`config.mk`:
```
export PLATFORM = sky130hd
export DESIGN_NAME = trig_matcher
export DESIGN_NICKNAME = d
export VERILOG_FILES = /design/src/rtl/trig_match_pkg.sv /design/src/rtl/trig_ext_sync.sv /design/src/rtl/trig_match_dp.sv /design/src/rtl/trig_match_ctrl.sv /design/src/rtl/trig_matcher.sv
export SDC_FILE = /design/constraint.sdc
export NUM_CORES = 1
export LEC_CHECK = 0
export BUFFER_PORTS_ARGS = -buffer_cell sky130_fd_sc_hd__buf_2
export CAP_MARGIN = 25
export CORE_MARGIN = 5
export CORE_UTILIZATION = 40
export CTS_CLUSTER_SIZE = 40
export DETAILED_ROUTE_END_ITERATION = 7
export PLACE_DENSITY = 0.82
export SETUP_SLACK_MARGIN = 0.5
export SLEW_MARGIN = 25
export SYNTH_ARGS = -nofsm -noshare
export SYNTH_HDL_FRONTEND = slang
export SYNTH_SLANG_ARGS = --single-unit
```
`constraint.sdc`:
```
create_clock -name clk -period 3.95 [get_ports clk]
set_input_delay 0.395 -clock clk [delete_from_list [all_inputs] [get_ports clk]]
set_output_delay 0.395 -clock clk [all_outputs]
set_load 0.02 [all_outputs]
```
`src/rtl/trig_match_pkg.sv`:
```
package trig_match_pkg;

  // Strobes the control path hands to the datapath each cycle
  typedef struct packed {
    logic flush;      // arm seen: restart history
    logic load;       // sample accepted this cycle
    logic edgeValid;  // a previous accepted sample exists
  } trigStrobe_t;

  typedef enum logic [1:0] {
    ST_IDLE  = 2'd0,
    ST_FIRST = 2'd1,
    ST_RUN   = 2'd2,
    ST_DONE  = 2'd3
  } trigState_t;

endpackage

```
`src/rtl/trig_ext_sync.sv`:
```
module trig_ext_sync #(
  parameter int STAGES = 2
) (
  input  logic clk,
  input  logic rstN,
  input  logic asyncIn,
  output logic syncOut
);
  logic [STAGES-1:0] chain;

  generate
    for (genvar s = 0; s < STAGES; s++) begin : g_stage
      if (s == 0) begin : g_head
        always_ff @(posedge clk or negedge rstN) begin
          if (!rstN) chain[0] <= 1'b0;
          else       chain[0] <= asyncIn;
        end
      end else begin : g_tail
        always_ff @(posedge clk or negedge rstN) begin
          if (!rstN) chain[s] <= 1'b0;
          else       chain[s] <= chain[s-1];
        end
      end
    end
  endgenerate

  assign syncOut = chain[STAGES-1];
endmodule

```
`src/rtl/trig_match_dp.sv`:
```
module trig_match_dp
  import trig_match_pkg::*;
#(
  parameter int NUM_CH = 34,
  localparam int MASK_W = NUM_CH + 2
) (
  input  logic              clk,
  input  logic              rstN,
  input  trigStrobe_t       strobe,
  input  logic [NUM_CH-1:0] sampleData,
  input  logic              extLevel,
  input  logic [MASK_W-1:0] cfgMask,
  input  logic [NUM_CH-1:0] cfgValue,
  input  logic [NUM_CH-1:0] cfgEdge,
  output logic              matchAll
);
  localparam int EXT_FALL_BIT = NUM_CH;
  localparam int EXT_RISE_BIT = NUM_CH + 1;

  logic [NUM_CH-1:0] prevSample;
  logic              prevExt;
  logic [NUM_CH-1:0] chanOk;
  logic              extRiseOk;
  logic              extFallOk;

  // History moves only on accepted samples
  always_ff @(posedge clk or negedge rstN) begin
    if (!rstN) begin
      prevSample <= '0;
      prevExt    <= 1'b0;
    end else if (strobe.load) begin
      prevSample <= sampleData;
      prevExt    <= extLevel;
    end
  end

  generate
    for (genvar i = 0; i < NUM_CH; i++) begin : g_chan
      logic curBit, oldBit, rose, fell, levelOk, edgeOk;
      always_comb begin
        curBit  = sampleData[i];
        oldBit  = prevSample[i];
        rose    = strobe.edgeValid & ~oldBit &  curBit;
        fell    = strobe.edgeValid &  oldBit & ~curBit;
        levelOk = (curBit == cfgValue[i]);
        edgeOk  = cfgValue[i] ? rose : fell;
        chanOk[i] = ~cfgMask[i] | (cfgEdge[i] ? edgeOk : levelOk);
      end
    end
  endgenerate

  always_comb begin
    extRiseOk = ~cfgMask[EXT_RISE_BIT] | (strobe.edgeValid & ~prevExt &  extLevel);
    extFallOk = ~cfgMask[EXT_FALL_BIT] | (strobe.edgeValid &  prevExt & ~extLevel);
    matchAll  = (&chanOk) & extRiseOk & extFallOk;
  end

  AST_FIRST_NO_CHAN_EDGE: assert property (@(posedge clk) disable iff (!rstN)
    (strobe.load && !strobe.edgeValid && |(cfgMask[NUM_CH-1:0] & cfgEdge)) |-> !matchAll)
    else $error("edge channel matched on first sample");

  AST_EXT_BOTH_NEVER: assert property (@(posedge clk) disable iff (!rstN)
    (cfgMask[EXT_RISE_BIT] && cfgMask[EXT_FALL_BIT]) |-> !matchAll)
    else $error("external rise and fall both matched");

  AST_HISTORY_HOLD: assert property (@(posedge clk) disable iff (!rstN)
    !strobe.load |=> $stable(prevSample) && $stable(prevExt))
    else $error("history changed without accepted sample");
endmodule

```
`src/rtl/trig_match_ctrl.sv`:
```
module trig_match_ctrl
  import trig_match_pkg::*;
(
  input  logic        clk,
  input  logic        rstN,
  input  logic        arm,
  input  logic        sampleEn,
  input  logic        matchAll,
  output trigStrobe_t strobe,
  output logic        hit,
  output logic        triggered
);
  trigState_t state, stateNext;
  logic       accept;
  logic       fire;

  always_comb begin
    accept    = sampleEn && !arm && (state == ST_FIRST || state == ST_RUN);
    fire      = accept && matchAll;
    stateNext = state;
    if (arm)         stateNext = ST_FIRST;
    else if (fire)   stateNext = ST_DONE;
    else if (accept) stateNext = ST_RUN;
    strobe.flush     = arm;
    strobe.load      = accept;
    strobe.edgeValid = (state == ST_RUN);
  end

  always_ff @(posedge clk or negedge rstN) begin
    if (!rstN) begin
      state     <= ST_IDLE;
      hit       <= 1'b0;
      triggered <= 1'b0;
    end else begin
      state <= stateNext;
      hit   <= fire;
      if (arm)       triggered <= 1'b0;
      else if (fire) triggered <= 1'b1;
    end
  end

  AST_HIT_ONE_CYCLE: assert property (@(posedge clk) disable iff (!rstN)
    hit |=> !hit)
    else $error("hit longer than one cycle");

  AST_HIT_SETS_FLAG: assert property (@(posedge clk) disable iff (!rstN)
    hit |-> triggered)
    else $error("hit without triggered");

  AST_FLAG_STICKY: assert property (@(posedge clk) disable iff (!rstN)
    (triggered && !arm) |=> triggered)
    else $error("triggered dropped without arm");

  AST_ARM_CLEARS: assert property (@(posedge clk) disable iff (!rstN)
    arm |=> (!triggered && !hit))
    else $error("arm did not clear");

  AST_HIT_NEEDS_SAMPLE: assert property (@(posedge clk) disable iff (!rstN)
    hit |-> $past(sampleEn))
    else $error("hit without sample");

  AST_IDLE_QUIET: assert property (@(posedge clk) disable iff (!rstN)
    (state == ST_IDLE) |-> (!hit && !triggered))
    else $error("activity before arm");
endmodule

```
`src/rtl/trig_matcher.sv`:
```
module trig_matcher
  import trig_match_pkg::*;
#(
  parameter int NUM_CH      = 34,
  parameter int SYNC_STAGES = 2
) (
  input  logic                clk,
  input  logic                rstN,
  input  logic                arm,
  input  logic                sampleEn,
  input  logic [NUM_CH-1:0]   sampleData,
  input  logic                extTrig,
  input  logic [NUM_CH+1:0]   cfgMask,
  input  logic [NUM_CH-1:0]   cfgValue,
  input  logic [NUM_CH-1:0]   cfgEdge,
  output logic                hit,
  output logic                triggered
);
  trigStrobe_t strobe;
  logic        extLevel;
  logic        matchAll;

  trig_ext_sync #(.STAGES(SYNC_STAGES)) u_sync (
    .clk(clk), .rstN(rstN), .asyncIn(extTrig), .syncOut(extLevel)
  );

  trig_match_dp #(.NUM_CH(NUM_CH)) u_dp (
    .clk(clk), .rstN(rstN), .strobe(strobe), .sampleData(sampleData),
    .extLevel(extLevel), .cfgMask(cfgMask), .cfgValue(cfgValue),
    .cfgEdge(cfgEdge), .matchAll(matchAll)
  );

  trig_match_ctrl u_ctrl (
    .clk(clk), .rstN(rstN), .arm(arm), .sampleEn(sampleEn),
    .matchAll(matchAll), .strobe(strobe), .hit(hit), .triggered(triggered)
  );
endmodule

```
**Yosys cells after proc, flatten, opt, wreduce, memory -nomap -nowiden**

Cells that the tools add are included.

- Eq/ne operators: 36
- Muxes and demuxes: 73
- Bitwise logic cells: 284
- Reduce and logical (&&, ||, !) cells: 8

Operators with widths:

| operator | number |
|---|---|
| $and 1x1->1 | 142 |
| $not 1->1 | 106 |
| $mux 1 | 70 |
| $or 1x1->1 | 36 |
| $eq 1x1->1 | 34 |
| $reduce_and 34->1 | 1 |
| $mux 2 | 3 |
| $logic_and 1x1->1 | 3 |
| $reduce_bool 3->1 | 1 |
| $eq 2x1->1 const B | 1 |
| $eq 2x2->1 const B | 1 |
| $reduce_bool 2->1 | 1 |
| $logic_not 1->1 | 1 |
| $logic_or 1x1->1 | 1 |

- Bits in registers: 41
- Input port bits: 143
- Output and inout bits: 2
- Word-level logic and storage cells: 408

**Depth between registers and ports, before layout**

- Word-level depth: 12
- Depth in mapped cells: 10
- Depth with buffers taken out: 8

**Hierarchy**

A second synthesis with hierarchy kept.

- Cell total of the unflattened synthesis: 316
- Area total of the unflattened synthesis: 2849.0 µm²

By module, submodules not included:

| module | times used | cells each | area each (µm²) | sequential area each (µm²) |
|---|---|---|---|---|
| trig_match_dp | 1 | 298 | 2613.8 | 875.8 |
| trig_match_ctrl | 1 | 16 | 185.2 | 100.1 |
| trig_ext_sync | 1 | 2 | 50.0 | 50.0 |

**Worst setup path before layout**

OpenSTA, ideal clock, no wires.

- Path type: register -> register
- Start: reg u_ctrl.state[0]
- End: reg u_dp.prevSample[0]
- Library setup time: 0.125 ns
- Arrival time: 1.901 ns
- Required time: 3.825 ns
- Path slack: 1.924 ns
- Cell stages (with the launch flop): 7
- Buffers on the path: 1
- Clock period less this slack: 2.026 ns
- Cell sequence: dfrtp_1 -> inv_1 -> ha_1 -> nand2b_1 -> nor2_1 -> clkbuf_1 -> mux2_2

- Cells in the longest elaborated chain, start to end: 3

Ends and longest elaborated chain:

| what | line | text |
|---|---|---|
| start, declared | trig_match_ctrl.sv:13 | `trigState_t state, stateNext;` |
| start signal, assigned | trig_match_ctrl.sv:35 | `state <= stateNext;` |
| $eq 2x1->1 or $eq 2x2->1 (tied branches) | trig_match_ctrl.sv:18 | `accept = sampleEn && !arm && (state == ST_FIRST \|\| state == ST_RUN);` |
| $logic_or 1x1->1 (*) | trig_match_ctrl.sv:18 |  |
| $logic_and 1x1->1 (*) | trig_match_ctrl.sv:18 |  |
| end signal, assigned | trig_match_dp.sv:32 | `prevSample <= sampleData;` |
| end, declared | trig_match_dp.sv:20 | `logic [NUM_CH-1:0] prevSample;` |

Every way passes the cells marked *; elsewhere a longest branch is shown, timed or not.
A chain may end at the register's enable or synchronous reset.

**Worst setup path after layout**

- Start: reg u_ctrl.state[0]
- End: reg u_ctrl.state[0]

- Cells in the longest elaborated chain, start to end: 12

Ends and longest elaborated chain:

| what | line | text |
|---|---|---|
| $eq 2x2->1 | trig_match_ctrl.sv:18, trig_match_ctrl.sv:26 |  |
| $and 1x1->1, on equally long branches (2 in a row) | trig_match_dp.sv:44, trig_match_dp.sv:43 |  |
| $mux 1 | trig_match_dp.sv:46 | `edgeOk = cfgValue[i] ? rose : fell;` |
| $mux 1 | trig_match_dp.sv:47 | `chanOk[i] = ~cfgMask[i] \| (cfgEdge[i] ? edgeOk : levelOk);` |
| $or 1x1->1 | trig_match_dp.sv:47 |  |
| $reduce_and 34->1 | trig_match_dp.sv:55 | `matchAll = (&chanOk) & extRiseOk & extFallOk;` |
| $and 1x1->1 (2 in a row) | trig_match_dp.sv:55 |  |
| $logic_and 1x1->1 | trig_match_ctrl.sv:19 | `fire = accept && matchAll;` |
| $mux 2 | trig_match_ctrl.sv:22 | `else if (fire) stateNext = ST_DONE;` |
| $mux 2 | trig_match_ctrl.sv:21 | `if (arm) stateNext = ST_FIRST;` |

Several ways; a longest one is shown, not always the timed one.

==> metrics.txt <==
result of the run=completed; Nets=559; flop-to-flop setup slack=around 1.2 ns; pin count of the biggest net entering global routing=42; Max-slew headroom=approximately three fifths; vias per inst=between 5 and 6; average size of a mapped cell=~9.8 um2; commonest non-fill, non-tap cells in the layout=sky130_fd_sc_hd__buf_2, sky130_fd_sc_hd__dfrtp_1, sky130_fd_sc_hd__o21ai_0, sky130_fd_sc_hd__mux2_2, sky130_fd_sc_hd__nand2_1; depth of the worst register-to-register path=8; setup-violating endpoint count in the final report=0; CTS tree=yes; most common library cell in the layout ignoring fill and taps=sky130_fd_sc_hd__buf_2; Inserted Diodes=0; synthesized flop and latch total=41; class of the most critical setup path=reg2reg; Min Hold Slack=0.0856 ns; via count of the first global-routing pass=between 2k and 3k; maximum level of the CTS H-tree=2; antenna violations before repair=0; Total Routed Length=~7600 um; endpoint of the worst setup timing path=u_ctrl.state[0]$_DFFE_PN0P_; element type at the critical path start=flop; Final min period=around 2.7 ns; num ports=between 100 and 150; total number of vias=between 2k and 3k; Total Negative Setup Slacks=0 ns; synth warn=0; Pins Over Slew Limit=0; CTS sink cnt=slightly above 40; hold-fix buffer count after cts=0; Storage cell area=just over 0.001 mm2; count of flip-flops with a built-in enable after synthesis=0; Iter 0 DRT Violations=66; Final period util=between 60 and 70%; worst setup slack after placement=around 1.1 ns; filler cell count=about 610; routed length per placed instance=15.5 um; arrival time of the worst setup path=about 2.9 ns; FF-to-FF Start=u_ctrl.state[0]$_DFFE_PN0P_; core region area=0.00642 mm2; share of the core filled with cells=55.1%; data required time at the worst endpoint=between 4 and 5 ns; Die Height=between 90 and 100 um; Die Outline Area=approximately 0.0084 mm2; clk buf depth=2; share of synthesized area occupied by flip-flops and latches=about two fifths; endpoint of the worst register-to-register path=u_ctrl.state[0]$_DFFE_PN0P_; async set-or-reset flop fraction in the synthesized netlist=100%; non-filler cells, final=between 400 and 500; number of setup buffers added after CTS=0; Routability Congestion=about 0.88; DP Wirelength=about 6100 um; layout cells sized above 1=50.4%; maximum fanout along the worst path=34; Yosys cell types=29; nets in the synthesized netlist=~420; cts bufs inserted=5; Pre-Repair DR Iteration Count=4; global-route wire length before repair=roughly 13000 um; worst vdd ir=0.183 mV; total of max-cap violations=0; Leakage=between 1.5 and 2 nW; slack of the critical path=1.22 ns; post-detailed-route DRC marker count=0; Placed Cells=485; area of the mapped netlist=around 0.0027 mm2; overall routing resource usage=a little under a fifth; pin slew with the least headroom to its limit=about 0.61 ns; post-cts resize count=0; Post-Syn Instances=272; post-route antenna net violation count=0; Syn-to-layout area delta=32.7%; final hold violations=0; area used by multi-input combinational logic=around 0.0015 mm2; Main synth FF type=sky130_fd_sc_hd__dfrtp_1; global-route congestion overflow total=0; FP Rows=29; clock root cell=sky130_fd_sc_hd__clkbuf_8; worst skew pair latency=around 0.29 ns; effective utilization at floorplan=roughly two fifths; number of input and output port buffers inserted=approximately 140; worst setup path startpoint=u_ctrl.state[0]$_DFFE_PN0P_; final worst clock skew=roughly 0.012 ns; clock-pin slew on the worst setup and hold paths=0.08 ns; maximum clock frequency=about 0.37 GHz; die width=91.7 um; total power divided by cell area=364 mW/mm2; critical path capture point type=flop; worst min-delay path class=in2async; RSZ-0062 raised after global routing=no
==> per-layer routing <==
layer  vias to the layer above  share of wire, %  global-route usage [%]
met3                        15               8.2                    4.91
li1                       1354                 -                       -
met4                         0               1.9                    6.03
met2                       115                51                    33.2
met1                      1318                39                    20.4
met5                         -                 0                       0
==> worst min-delay path by stage <==
stage                     slack [ns]                      start                              end  cells past startpoint
after global placement          0.33  u_sync.chain[0]$_DFF_PN0_         u_sync.syncOut$_DFF_PN0_                      0
after global routing            0.13                       rstN  u_dp.prevSample[30]$_DFFE_PN0P_                      1
after detailed placement        0.34  u_sync.chain[0]$_DFF_PN0_         u_sync.syncOut$_DFF_PN0_                      0
final                           0.09                       rstN  u_dp.prevSample[30]$_DFFE_PN0P_                      1
after floorplan                  0.1                       rstN             u_ctrl.hit$_DFF_PN0_                      0
after CTS                       0.21                    extTrig        u_sync.chain[0]$_DFF_PN0_                      1
==> cell families after synthesis <==
family | Yosys count | share of synthesized area (%)
AO/OA/AOI/OAI | 118 | 33.0
adder cells (fa/ha/maj) | 1 | 0.469
buffers and inverters | 32 | 6.05
flip-flops | 41 | 38.4
multiplexers | 35 | 14.8
AND/OR/NAND/NOR | 45 | 7.31
==> per-stage QoR <==
stage | instance area, um2 | total power, W
2_1_floorplan | 2670 | 0.000822
3_3_place_gp | 3430 | 0.000950
3_5_place_dp | 3430 | 0.000973
4_1_cts | 3540 | 0.00130
5_1_grt | 3540 | 0.00138
6_report | 3540 | 0.00129
==> sequential cells by signal (all words and copies together) (netlist names) <==
register and flops:
u_dp.prevExt 1, u_ctrl.hit 1, u_sync.syncOut 1, u_ctrl.state 2, u_sync.chain 1, u_ctrl.triggered 1, u_dp.prevSample 34
==> critical path, cell delays in order (launching register included) <==
cell,delay (ns)
sky130_fd_sc_hd__dfrtp_1,0.39
sky130_fd_sc_hd__inv_1,0.06
sky130_fd_sc_hd__ha_2,0.52
sky130_fd_sc_hd__inv_4,0.25
sky130_fd_sc_hd__o21ai_0,0.21
sky130_fd_sc_hd__a31oi_1,0.10
sky130_fd_sc_hd__a2111oi_0,0.60
sky130_fd_sc_hd__nand4_1,0.26
sky130_fd_sc_hd__o31ai_1,0.25
==> synthesized netlist by cell type (2+ instances only) <==
cell type	instances	area, um2
sky130_fd_sc_hd__a2111oi_0	2	17.5
sky130_fd_sc_hd__a2111oi_2	4	60.1
sky130_fd_sc_hd__a211oi_1	25	188
sky130_fd_sc_hd__a211oi_2	9	113
sky130_fd_sc_hd__a21oi_1	3	15.0
sky130_fd_sc_hd__a22oi_1	4	30.0
sky130_fd_sc_hd__a311oi_1	18	158
sky130_fd_sc_hd__a31oi_1	16	100
sky130_fd_sc_hd__buf_2	3	15.0
sky130_fd_sc_hd__clkbuf_1	4	15.0
sky130_fd_sc_hd__dfrtp_1	41	1030
sky130_fd_sc_hd__inv_1	21	78.8
sky130_fd_sc_hd__mux2_2	35	394
sky130_fd_sc_hd__nand2_1	33	124
sky130_fd_sc_hd__nand2_2	4	25.0
sky130_fd_sc_hd__nand4_1	3	18.8
sky130_fd_sc_hd__o21ai_0	35	175
==> area by class of cell <==
cell class	instances	share of cell area [%]
clock buffers	5	1.94
flip-flops and latches	41	29.0
multi-input cells	199	42.1
clock inverters	2	0.989
repair buffers	146	20.8
well taps	77	2.72
inverters	22	2.40
==> power by group <==
| part | internal [W] | switching [W] |
|---|---|---|
| Clock | 0.000184 | 0.000142 |
| Combinational | 0.000190 | 0.000143 |
| Sequential | 0.000543 | 0.0000863 |
Note: power is estimated with default switching activity, not from simulation.
